File: config.mk
export PLATFORM = sky130hd
export DESIGN_NAME = frame_timing_gen
export DESIGN_NICKNAME = d
export VERILOG_FILES = /design/src/rtl/ftg_pkg.sv /design/src/rtl/ftg_pixdiv.sv /design/src/rtl/ftg_axis.sv /design/src/rtl/ftg_irq.sv /design/src/rtl/frame_timing_gen.sv
export SDC_FILE = /design/constraint.sdc
export NUM_CORES = 1
export LEC_CHECK = 0
export CAP_MARGIN = 20
export CORE_ASPECT_RATIO = 1.5
export CORE_MARGIN = 5
export CORE_UTILIZATION = 43
export DETAILED_ROUTE_END_ITERATION = 10
export PLACE_DENSITY = 0.82
export SYNTH_ARGS = -nofsm -noshare
export SYNTH_HDL_FRONTEND = slang
export SYNTH_HIERARCHICAL = 1
export SYNTH_SLANG_ARGS = --single-unit
File: constraint.sdc
create_clock -name clk_i -period 4.35 [get_ports clk_i]
set_input_delay 0.87 -clock clk_i [delete_from_list [all_inputs] [get_ports clk_i]]
set_output_delay 0.87 -clock clk_i [all_outputs]
set_load 0.01 [all_outputs]
File: src/rtl/ftg_pkg.sv
package ftg_pkg;
  typedef enum logic [1:0] {
    SEG_SYNC  = 2'd0,
    SEG_BACK  = 2'd1,
    SEG_ACT   = 2'd2,
    SEG_FRONT = 2'd3
  } seg_e;

  localparam int NSEG = 4;

  function automatic seg_e seg_next(seg_e s);
    case (s)
      SEG_SYNC: return SEG_BACK;
      SEG_BACK: return SEG_ACT;
      SEG_ACT:  return SEG_FRONT;
      default:  return SEG_SYNC;
    endcase
  endfunction
endpackage

File: src/rtl/ftg_pixdiv.sv
module ftg_pixdiv #(
  parameter int DIVW     = 8,
  parameter bit SATURATE = 1'b1
) (
  input  logic            clk_i,
  input  logic            rst_ni,
  input  logic            run_i,
  input  logic [DIVW-1:0] ratio_m1_i,
  output logic            tick_o
);
  localparam logic [DIVW-1:0] FIELD_MAX = {DIVW{1'b1}};
  localparam logic [DIVW-1:0] LIM_MAX   = {{(DIVW-1){1'b1}}, 1'b0};

  logic [DIVW-1:0] cnt_q;
  logic [DIVW-1:0] lim;

  generate
    if (SATURATE) begin : g_sat
      // all-ones field clamps to one below the field range
      assign lim = (ratio_m1_i == FIELD_MAX) ? LIM_MAX : ratio_m1_i;
    end else begin : g_raw
      assign lim = ratio_m1_i;
    end
  endgenerate

  assign tick_o = run_i && (cnt_q == lim);

  always_ff @(posedge clk_i or negedge rst_ni) begin
    if (!rst_ni)                cnt_q <= '0;
    else if (!run_i || tick_o)  cnt_q <= '0;
    else                        cnt_q <= cnt_q + 1'b1;
  end
endmodule

File: src/rtl/ftg_axis.sv
module ftg_axis
  import ftg_pkg::*;
#(
  parameter int W = 12
) (
  input  logic                clk_i,
  input  logic                rst_ni,
  input  logic                run_i,
  input  logic                step_i,
  input  logic [NSEG-1:0][W-1:0] len_m1_i,
  output seg_e                seg_o,
  output logic [W-1:0]        cnt_o,
  output logic                enter_o,
  output seg_e                nxt_o
);
  seg_e         seg_q;
  logic [W-1:0] cnt_q;
  logic         at_lim;

  assign at_lim  = (cnt_q == len_m1_i[seg_q]);
  assign nxt_o   = seg_next(seg_q);
  assign enter_o = run_i && step_i && at_lim;
  assign seg_o   = seg_q;
  assign cnt_o   = cnt_q;

  always_ff @(posedge clk_i or negedge rst_ni) begin
    if (!rst_ni) begin
      seg_q <= SEG_SYNC;
      cnt_q <= '0;
    end else if (!run_i) begin
      seg_q <= SEG_SYNC;
      cnt_q <= '0;
    end else if (step_i) begin
      if (at_lim) begin
        seg_q <= nxt_o;
        cnt_q <= '0;
      end else begin
        cnt_q <= cnt_q + 1'b1;
      end
    end
  end
endmodule

File: src/rtl/ftg_irq.sv
module ftg_irq (
  input  logic clk_i,
  input  logic rst_ni,
  input  logic event_i,
  input  logic frame_en_i,
  input  logic irq_en_i,
  input  logic clr_wr_i,
  input  logic clr_data_i,
  output logic pend_o,
  output logic irq_o
);
  logic pend_q;

  always_ff @(posedge clk_i or negedge rst_ni) begin
    if (!rst_ni)                        pend_q <= 1'b0;
    else if (event_i && frame_en_i)     pend_q <= 1'b1;  // set wins
    else if (clr_wr_i && clr_data_i)    pend_q <= 1'b0;
  end

  assign pend_o = pend_q;
  assign irq_o  = pend_q && irq_en_i && frame_en_i;
endmodule

File: src/rtl/frame_timing_gen.sv
module frame_timing_gen
  import ftg_pkg::*;
#(
  parameter int HW   = 12,
  parameter int VW   = 12,
  parameter int DIVW = 8
) (
  input  logic            clk_i,
  input  logic            rst_ni,
  input  logic            video_en_i,
  input  logic            video_en_f_i,
  input  logic [DIVW-1:0] div_m1_i,
  input  logic [HW-1:0]   hsync_m1_i,
  input  logic [HW-1:0]   hbp_m1_i,
  input  logic [HW-1:0]   hact_m1_i,
  input  logic [HW-1:0]   hfp_m1_i,
  input  logic [VW-1:0]   vsync_m1_i,
  input  logic [VW-1:0]   vbp_m1_i,
  input  logic [VW-1:0]   vact_m1_i,
  input  logic [VW-1:0]   vfp_m1_i,
  input  logic [VW-1:0]   line_thr_i,
  input  logic            irq_en_i,
  input  logic            frame_irq_en_i,
  input  logic [1:0]      frame_sel_i,
  input  logic            clr_wr_i,
  input  logic            clr_data_i,
  output logic            hsync_o,
  output logic            vsync_o,
  output logic            de_o,
  output logic [HW-1:0]   x_o,
  output logic [VW-1:0]   y_o,
  output logic            line_hit_o,
  output logic            irq_pend_o,
  output logic            irq_o
);
  logic run, tick;
  logic h_enter, v_enter, h_wrap, frame_ev;
  seg_e h_seg, v_seg, h_nxt, v_nxt, sel;
  logic [HW-1:0] h_cnt;
  logic [VW-1:0] v_cnt;
  logic [NSEG-1:0][HW-1:0] h_len;
  logic [NSEG-1:0][VW-1:0] v_len;

  assign run = video_en_i && video_en_f_i;
  assign sel = seg_e'(frame_sel_i);

  // segment order is the index order of the length arrays
  assign h_len = {hfp_m1_i, hact_m1_i, hbp_m1_i, hsync_m1_i};
  assign v_len = {vfp_m1_i, vact_m1_i, vbp_m1_i, vsync_m1_i};

  ftg_pixdiv #(.DIVW(DIVW), .SATURATE(1'b1)) i_div (
    .clk_i, .rst_ni, .run_i(run), .ratio_m1_i(div_m1_i), .tick_o(tick)
  );

  ftg_axis #(.W(HW)) i_h (
    .clk_i, .rst_ni, .run_i(run), .step_i(tick), .len_m1_i(h_len),
    .seg_o(h_seg), .cnt_o(h_cnt), .enter_o(h_enter), .nxt_o(h_nxt)
  );

  assign h_wrap = h_enter && (h_nxt == SEG_SYNC);

  ftg_axis #(.W(VW)) i_v (
    .clk_i, .rst_ni, .run_i(run), .step_i(h_wrap), .len_m1_i(v_len),
    .seg_o(v_seg), .cnt_o(v_cnt), .enter_o(v_enter), .nxt_o(v_nxt)
  );

  assign frame_ev = v_enter && (v_nxt == sel);

  ftg_irq i_irq (
    .clk_i, .rst_ni, .event_i(frame_ev), .frame_en_i(frame_irq_en_i),
    .irq_en_i, .clr_wr_i, .clr_data_i, .pend_o(irq_pend_o), .irq_o
  );

  logic h_act, v_act;
  assign h_act      = run && (h_seg == SEG_ACT);
  assign v_act      = run && (v_seg == SEG_ACT);
  assign hsync_o    = run && (h_seg == SEG_SYNC);
  assign vsync_o    = run && (v_seg == SEG_SYNC);
  assign de_o       = h_act && v_act;
  assign x_o        = h_act ? h_cnt : '0;
  assign y_o        = v_act ? v_cnt : '0;
  assign line_hit_o = v_act && (v_cnt == line_thr_i);
endmodule

## After elaboration in Yosys (flattened, before gate mapping)

Index checks and enable logic that the tools add are counted.

- Bits of input ports: 126
- Flip-flop bits (word level): 37

- Equality and inequality tests: 14
- Reductions and logical operators: 26
- $add $sub $neg: 3
- $lt $le $gt $ge: 2
- Multiplexer cells: 24

Operators with widths:

| kind | number |
|---|---|
| 2-to-1 mux 12 bit | 10 |
| binary-select mux 12 bit (select 2 bit) | 2 |
| == test 12 bit | 3 |
| adder 12 x 1 -> 12 bit, second input constant | 2 |
| logical AND 1 bit | 18 |
| 2-to-1 mux 8 bit | 2 |
| 2-to-1 mux 2 bit | 6 |
| one-hot mux 2 bit (3 select lines) | 2 |
| adder 8 x 1 -> 8 bit, second input constant | 1 |
| == test 8 bit | 1 |
| == test 8 bit, second input constant | 1 |
| logical NOT 2 bit | 3 |
| less-than comparator 2 x 3 -> 1 bit, second input constant | 2 |
| inequality test 2 x 1 -> 1 bit, second input constant | 3 |
| == test 2 x 1 -> 1 bit, second input constant | 2 |
| == test 2 bit, second input constant | 2 |
| AND reduction 2 bit | 2 |
| == test 2 bit | 1 |
| 2-to-1 mux 1 bit | 2 |
| inequality test 2 bit, second input constant | 1 |
| nonzero test 2 bit | 1 |
| logical NOT 1 bit | 1 |
| logical OR 1 bit | 1 |

## Longest topological paths before layout

Gate-level depths: netlist of the first run.

- Word-level depth: 12
- Gate-level depth with buffers: 15
- Gate-level depth less buffers: 13

## Cells and area by module

Netlist of the first run, hierarchy kept.

By module, submodules not included:

| module | sequential area each (µm²) | cells an instance | instances | area each (µm²) |
|---|---|---|---|---|
| ftg_axis | 350.3 | 112 | 2 | 1249.9 |
| ftg_pixdiv | 200.2 | 53 | 1 | 516.7 |
| frame_timing_gen | 0.0 | 54 | 1 | 376.6 |
| ftg_irq | 25.0 | 4 | 1 | 45.0 |

## Worst setup path after synthesis of the first run

OpenSTA, ideal clock, no wires.

- Path kind: input -> register
- Start: input div_m1_i[6]
- End: register i_v.cnt_q[11], in the netlist i_v/cnt_o[11]
- Setup slack: 0.516 ns
- Library setup time: 0.138 ns
- Stages: 15
- Arrival time: 3.696 ns
- Cells stage by stage: nand4_1 > o21ai_2 > xor2_2 > and3_1 > clkbuf_1 > inv_1 > nor4_1 > and2_1 > nor3b_1 > clkbuf_1 > nor2b_1 > nor4_1 > nand3_1 > xor2_1 > nor2_1

- Longest elaborated chain between the ends: 8

Ends and longest elaborated chain:

| what | RTL line | text |
|---|---|---|
| start: declaration | frame_timing_gen.sv:12 | `input logic [DIVW-1:0] div_m1_i,` |
| == test 8 bit | ftg_pixdiv.sv:20 | `assign lim = (ratio_m1_i == FIELD_MAX) ? LIM_MAX : ratio_m1_i;` |
| 2-to-1 mux 8 bit * | ftg_pixdiv.sv:20 |  |
| == test 8 bit * | ftg_pixdiv.sv:26 | `assign tick_o = run_i && (cnt_q == lim);` |
| logical AND 1 bit * | ftg_pixdiv.sv:26 |  |
| via tick | frame_timing_gen.sv:36 | `logic run, tick;` |
| logical AND 1 bit * (2 in series) | ftg_axis.sv:22 | `assign enter_o = run_i && step_i && at_lim;` |
| via h_enter | frame_timing_gen.sv:37 | `logic h_enter, v_enter, h_wrap, frame_ev;` |
| logical AND 1 bit * | frame_timing_gen.sv:60 | `assign h_wrap = h_enter && (h_nxt == SEG_SYNC);` |
| via h_wrap | frame_timing_gen.sv:37 |  |
| inequality test 2 x 1 -> 1 bit (no line) * | -- |  |
| end signal: assignment | ftg_axis.sv:38 | `cnt_q <= cnt_q + 1'b1;` |
| end: declaration | ftg_axis.sv:17 | `logic [W-1:0] cnt_q;` |

Mark *: on every way through the listed nets, which the timed path passes. The rest lies on a longest branch.
A chain may end at the register's enable or synchronous reset.

## Worst setup path after layout of the first run

- Start: input hact_m1_i[1]
- End: register i_v.cnt_q[8], in the netlist i_v/cnt_o[8]

- Longest elaborated chain between the ends: 6

Ends and longest elaborated chain:

| what | RTL line | text |
|---|---|---|
| start: declaration | frame_timing_gen.sv:15 | `input logic [HW-1:0] hact_m1_i,` |
| binary-select mux 12 bit (select 2 bit) | ftg_axis.sv:20 | `assign at_lim = (cnt_q == len_m1_i[seg_q]);` |
| 2-to-1 mux 12 bit (not written as such) | ftg_axis.sv:20 |  |
| == test 12 bit | ftg_axis.sv:20 |  |
| logical AND 1 bit | ftg_axis.sv:22 |  |
| via h_enter | frame_timing_gen.sv:37 |  |
| logical AND 1 bit | frame_timing_gen.sv:60 |  |
| via h_wrap | frame_timing_gen.sv:37 |  |
| inequality test 2 x 1 -> 1 bit (no line) | -- |  |

The timed path passes the listed nets, and every way through them passes these cells. The select of a mux whose other input is x is not followed.

==> impl_metrics.py, run 1 <==
metrics = {
    "clocking": {
        "h-tree-depth": 2,
        "clock_sinks": 37,
        "clk_pin_slew_ps": 60,
        "cts_resized": 0,
        "cts_buffers": 5,
        "cts_tree": "done",
        "cts_setup_buffers": 0,
        "cts_hold_buffers": 0,
        "root_buffer": "clkbuf_16",
        "insertion_delay_ps": 280,
        "cts.path.max_buffers": 2,
    },
    "floorplanning": {
        "die_h_um": 120,
        "die_x_um": 83.0,
        "rows": 40,
        "start_util_pct": 43.5,
        "core-area_um2": 7910,
        "ioPinCount": 156,
        "die-area_um2": 9920,
    },
    "timing": {
        "grt_setup_unrepaired": "false",
        "setup_ws_ps": 416,
        "tightestPinTransition_ps": 840,
        "max_freq_mhz": 254,
        "fin_crit_sh_pct": 90.4,
        "post-route-min-period_ps": 3930,
        "maxSlewViolCount": 0,
        "whs_ps": 532,
        "max_slew_margin_pct": 44.0,
        "tns_ps": 0,
        "skew_ps": 8.67,
        "setup_viol": 0,
        "hold_viol": 0,
    },
    "global_routing": {
        "antenna_found_initial": 1,
        "grt_overflow": 0,
        "grt_pass1_vias": 3593,
        "grt_max_degree": 38,
        "grt_usage_pct": 22.0,
        "grt_pass1_wl_mm": 17.5,
    },
    "yosys": {
        "ys_warn_count": 6,
        "syn_nets": 468,
        "ys_ff_latch": 37,
        "avgSynthCellArea_um2": 10.3,
        "synthDistinctLibCells": 42,
        "syn-cell-area_um2": 3440,
        "synthCells": 335,
        "ys_seq_area_share_pct": 26.9,
    },
    "critical_path": {
        "crit_arrival_ps": 4070,
        "reg2reg_depth": 12,
        "path_cells": "clkdlybuf4s50_1 > mux4_2 > xnor2_1 > nand4_2 > nor4_1 > and2_1 > nor3b_1 > nor2b_1 > nor3_1 > nand3_1 > xor2_1 > nor2_1",
        "cp_slowest_cell": "mux4_2",
        "r2r_end": "i_v/cnt_o[8]",
        "r2r_slack_ps": 430,
        "cp_top_family": "simple AND/OR/NAND/NOR gates",
        "critPathMaxFanout": 5,
        "crit_path_max_incr_delay_ps": 480,
        "cp.depth": 12,
        "worst_ep_required_time_ps": 4490,
        "critical_path.startpoint": "hact_m1_i[1]",
        "worst-path-buf-inv": 1,
        "timing.rr.start": "i_h/seg_o[0]",
        "worstSetupPathType": "primary input to register",
        "cp-end-kind": "register",
        "cp-start-kind": "primary input",
        "worstSetupEndpoint": "i_v/cnt_o[8]",
    },
    "placement": {
        "portBuffers": 155,
        "globalplace.congestion": 0.853,
        "dpl_cell_area_um2": 5060,
        "dp_hpwl_mm": 9.01,
        "pre_cts_ws_ps": 186,
    },
    "pwr": {
        "ir_drop_uv": 167,
        "pwr_density_cell_nw_per_um2": 174,
        "p_leak_nw": 1.85,
    },
    "layout": {
        "layout.nets": 626,
        "final.fill_count": 655,
        "final_area_um2": 5210,
        "syn_to_final_growth_pct": 51.6,
        "post-route-util_pct": 65.9,
        "n_antenna_cell": 0,
        "layout-drive-gt1-share_pct": 11.1,
    },
    "drt": {
        "drt_iter0_drc": 149,
        "drcViolationCount": 0,
        "drtAntennaViolNets": 0,
        "vias_per_cell": 5.39,
        "drt_first_pass_iters": 4,
        "wl_per_cell_um": 18.0,
        "vias": 3231,
        "drt_wl_total_mm": 10.8,
    },
    "status": {
        "status": "finished clean",
    },
    "job": {
        "drv_cap": 0,
    },
    "hold_path": {
        "min_path_type": "register to register",
    },
}
[Yosys cell counts]
cell type | number | area [µm²]
xnor2_1 | 55 | 482
dfrtp_1 | 37 | 926
nand2_1 | 33 | 124
and2_1 | 27 | 169
nor2_1 | 23 | 86.3
nand3_1 | 21 | 105
mux4_2 | 16 | 360
xor2_1 | 11 | 96.3
nor3_1 | 10 | 50.1
inv_1 | 8 | 30.0
mux4_1 | 8 | 210
nand4_1 | 8 | 50.1
ha_1 | 7 | 87.6
o22ai_1 | 7 | 43.8
mux2i_1 | 6 | 60.1
a211oi_1 | 5 | 37.5
and3_1 | 4 | 25.0
clkbuf_1 | 4 | 15.0
nand4_2 | 4 | 50.1
nor4_1 | 4 | 25.0
nand3b_1 | 3 | 22.5
nor4_2 | 3 | 37.5
a21oi_1 | 2 | 10.0
buf_12 | 2 | 40.0
buf_6 | 2 | 22.5
clkbuf_2 | 2 | 10.0
clkbuf_8 | 2 | 27.5
nor2b_1 | 2 | 12.5
nor3b_1 | 2 | 15.0
o41ai_4 | 2 | 55.1
or2_2 | 2 | 12.5
or3b_2 | 2 | 17.5
xnor2_2 | 2 | 32.5
a22o_1 | 1 | 8.76
and3_2 | 1 | 7.51
and4b_1 | 1 | 10.0
nand3_2 | 1 | 10.0
nor2_2 | 1 | 6.26
nor3_2 | 1 | 10.0
nor3b_2 | 1 | 12.5
o21ai_2 | 1 | 8.76
xor2_2 | 1 | 16.3
[metrics by stage]
step                      cells  total power [mW]
after global placement      591             0.546
final                       599             0.908
after global routing        599             0.944
after floorplan             335             0.414
after CTS                   599             0.915
after detailed placement    591             0.551
[sequential cells by signal (all words and copies together), names as in the netlist]
register      flops
i_v/seg_o         2
i_h/cnt_o        12
i_irq/pend_o      1
i_h/seg_o         2
i_div/cnt_q       8
i_v/cnt_o        12
[cells in the final DEF (no fill, tap or decap), types with 3 or more instances in the layout]
| cell | n |
|---|---|
| nand3b_1 | 3 |
| nor2_1 | 23 |
| nand4_2 | 4 |
| o22ai_1 | 7 |
| xnor2_1 | 55 |
| mux2i_1 | 6 |
| clkbuf_16 | 5 |
| and2_1 | 27 |
| nand2_1 | 33 |
| nand3_1 | 21 |
| nand4_1 | 8 |
| and3_1 | 4 |
| ha_1 | 7 |
| dfrtp_1 | 37 |
| buf_4 | 8 |
| mux4_2 | 16 |
| mux4_1 | 8 |
| nor3_1 | 10 |
| nor4_2 | 3 |
| xor2_1 | 11 |
| inv_1 | 8 |
| nor4_1 | 4 |
| clkdlybuf4s50_1 | 154 |
| a211oi_1 | 5 |
[worst min path at each step]
stage | start | endpoint | slack, ps | cells after the start
2_1_floorplan | i_irq/pend_o | i_irq/pend_o | 540 | 1
3_5_place_dp | i_irq/pend_o | i_irq/pend_o | 510 | 1
4_1_cts | i_irq/pend_o | i_irq/pend_o | 530 | 1
6_report | i_irq/pend_o | i_irq/pend_o | 530 | 1
5_1_grt | i_irq/pend_o | i_irq/pend_o | 570 | 1
3_3_place_gp | i_irq/pend_o | i_irq/pend_o | 510 | 1
[power by group]
part	leakage [nW]	total (mW)	internal, mW	switching [mW]
Sequential	0.516	0.347	0.345	0.00160
Combinational	1.26	0.197	0.136	0.0611
Clock	0.0768	0.364	0.228	0.137
[per-layer routing]
layer	vias to the layer above	wire [µm]	GRT usage [%]
met2	143	5910	42.6
met1	1541	3690	21.9
met3	21	927	7.01
met5	-	11	0
met4	2	257	6.85
li1	1524	-	-
[final cells by class]
class	instances	area, µm²	share of cell area, %
clock buffer	6	139	2.66
multi-input combinational	278	2370	45.4
clock inverter	2	13.8	0.264
tap	105	131	2.52
inverter	8	30.0	0.576
timing repair buffer	163	1610	30.8
sequential	37	926	17.8
[logic make-up (layout without fill, tap and decap cells)]
family          Yosys count  in the layout  synth area share [%]
buf+inv                  20            179                  4.22
simple gates            154            154                  25.0
flops                    37             37                  26.9
mux                      30             30                  18.3
fa+ha+maj                 7              7                  2.55
xor+xnor                 69             69                  18.2
compound gates           18             18                  4.77
Power figures use the tool's default switching activity.
==> run 2, diff against run 1 <==
- CORE_UTILIZATION: 43 -> 39
- GPL_TIMING_DRIVEN: unset -> 0
- PLACE_DENSITY: 0.82 -> 0.78
- clock period: 4.35 -> 3.6 ns (I/O delays scaled with it)
==> impl_metrics.py, run 2 (synthesized netlist as in run 1, its figures left out) <==
metrics = {
    "floorplanning": {
        "die_h_um": 125,
        "die_x_um": 86.7,
        "die-area_um2": 10800,
        "rows": 42,
        "ioPinCount": 156,
        "core-area_um2": 8720,
        "start_util_pct": 39.4,
    },
    "clocking": {
        "root_buffer": "clkbuf_16",
        "insertion_delay_ps": 280,
        "cts_hold_buffers": 0,
        "cts_buffers": 5,
        "cts_tree": "done",
        "clk_pin_slew_ps": 60,
        "cts.path.max_buffers": 2,
        "clock_sinks": 37,
        "h-tree-depth": 2,
    },
    "pwr": {
        "pwr_density_cell_nw_per_um2": 198,
        "intPower_mw": 0.837,
        "ir_drop_uv": 150,
        "total_power_mw": 1.08,
        "p_leak_nw": 2.04,
        "comb_power_share_pct": 22.6,
        "switching_share_pct": 22.6,
        "p_switching_mw": 0.245,
        "clockPowerShare_pct": 38.7,
        "seqPwrFrac_pct": 38.7,
    },
    "global_routing": {
        "grt_max_degree": 38,
        "grt_usage_pct": 19.6,
        "grt_overflow": 0,
        "grt_pass1_wl_mm": 16.8,
        "antenna_found_initial": 1,
        "grt_pass1_vias": 3516,
    },
    "drt": {
        "vias": 3214,
        "vias_per_cell": 5.20,
        "drtAntennaViolNets": 0,
        "wl_per_cell_um": 17.8,
        "drt_iter0_drc": 157,
        "drt_first_pass_iters": 4,
        "drcViolationCount": 0,
        "drt_wl_total_mm": 11.0,
    },
    "timing": {
        "max_freq_mhz": 289,
        "tightestPinTransition_ps": 851,
        "post-route-min-period_ps": 3470,
        "hold_viol": 0,
        "setup_viol": 0,
        "max_slew_margin_pct": 43.3,
        "whs_ps": 532,
        "skew_ps": 3.88,
        "tns_ps": 0,
        "setup_ws_ps": 134,
        "fin_crit_sh_pct": 96.3,
        "maxSlewViolCount": 0,
    },
    "critical_path": {
        "crit_arrival_ps": 3690,
        "cp-start-kind": "primary input",
        "cp_top_family": "simple AND/OR/NAND/NOR gates",
        "crit_path_max_incr_delay_ps": 530,
        "path_cells": "clkdlybuf4s50_1 > mux4_2 > xnor2_2 > nand4_2 > nor4_2 > and2_1 > nor3b_2 > buf_4 > inv_1 > nor4_1 > and2_1 > and3_1 > a22o_1",
        "worst-path-buf-inv": 3,
        "worst_ep_required_time_ps": 3820,
        "cp-end-kind": "register",
        "worstSetupPathType": "primary input to register",
        "cp_slowest_cell": "mux4_2",
        "path_common_cell": "and2_1",
        "critPathMaxFanout": 4,
    },
    "layout": {
        "final_area_um2": 5460,
        "layout_commonest_cell": "clkdlybuf4s50_1",
        "layout-drive-gt1-share_pct": 16.8,
        "final.fill_count": 738,
        "layout.nets": 639,
        "syn_to_final_growth_pct": 58.9,
        "register_area_um2": 926,
        "multi_input_area_um2": 2460,
        "layout_common_cells": "clkdlybuf4s50_1 (142), xnor2_1 (48), dfrtp_1 (37), nand2_1 (33), and2_1 (27)",
    },
    "placement": {
        "dp_hpwl_mm": 8.79,
        "pre_cts_ws_ps": -1090,
        "globalplace.congestion": 0.851,
        "portBuffers": 155,
        "dpl_cell_area_um2": 5130,
    },
    "job": {
        "drv_cap": 0,
    },
    "status": {
        "status": "finished clean",
    },
    "hold_path": {
        "min_path_type": "register to register",
    },
}
[run 2: final timing paths]
check	startpoint	end	slack [ps]	cells past startpoint
setup / recovery	hsync_m1_i[4]	i_irq/pend_o	130	13
hold / removal	i_irq/pend_o	i_irq/pend_o	530	1
setup reg to reg	i_h/seg_o[0]	i_irq/pend_o	260	14
hold reg to reg	i_irq/pend_o	i_irq/pend_o	530	1
max in group asynchronous	rst_ni	i_div/cnt_q[7]	2520	1
min in group asynchronous	rst_ni	i_h/cnt_o[10]	540	1
[run 2: through the flow]
step                      utilization [%]  instances
after floorplan                         -        335
after global routing                 62.6        618
after detailed placement             58.8        600
final                                62.6        618
after CTS                            60.9        611
after global placement               58.8        600
[run 2: metal layers]
metal	GRT usage (%)	vias to the layer above	share of wire, %
met5	0	-	0
met4	5.78	0	2.5
met3	2.50	18	4.6
met2	38.0	101	57
met1	21.5	1548	36
li1	-	1547	-
[run 2: final cells by class]
type	instances	share of cell area [%]
multi-input combinational	278	45.0
timing repair buffer	165	30.2
sequential	37	16.9
tap	110	2.52
clock buffer	6	2.36
buffer	11	2.11
inverter	8	0.618
clock inverter	2	0.183
antenna	1	0.0458
[run 2: what timing repair did]
action / CTS / global route
pin swaps: 4 / 13
buffers inserted: 4 / 6
setup endpoints to repair: 15 / 12
resized for setup: 7 / 31
[run 2: power groups by stage]
stage	registers [mW]	clock network, mW	logic [mW]
floorplan	0.426	0	0.0742
global placement	0.426	0	0.230
detailed placement	0.427	0	0.237
CTS	0.419	0.426	0.241
global route	0.419	0.445	0.260
finish	0.419	0.419	0.244
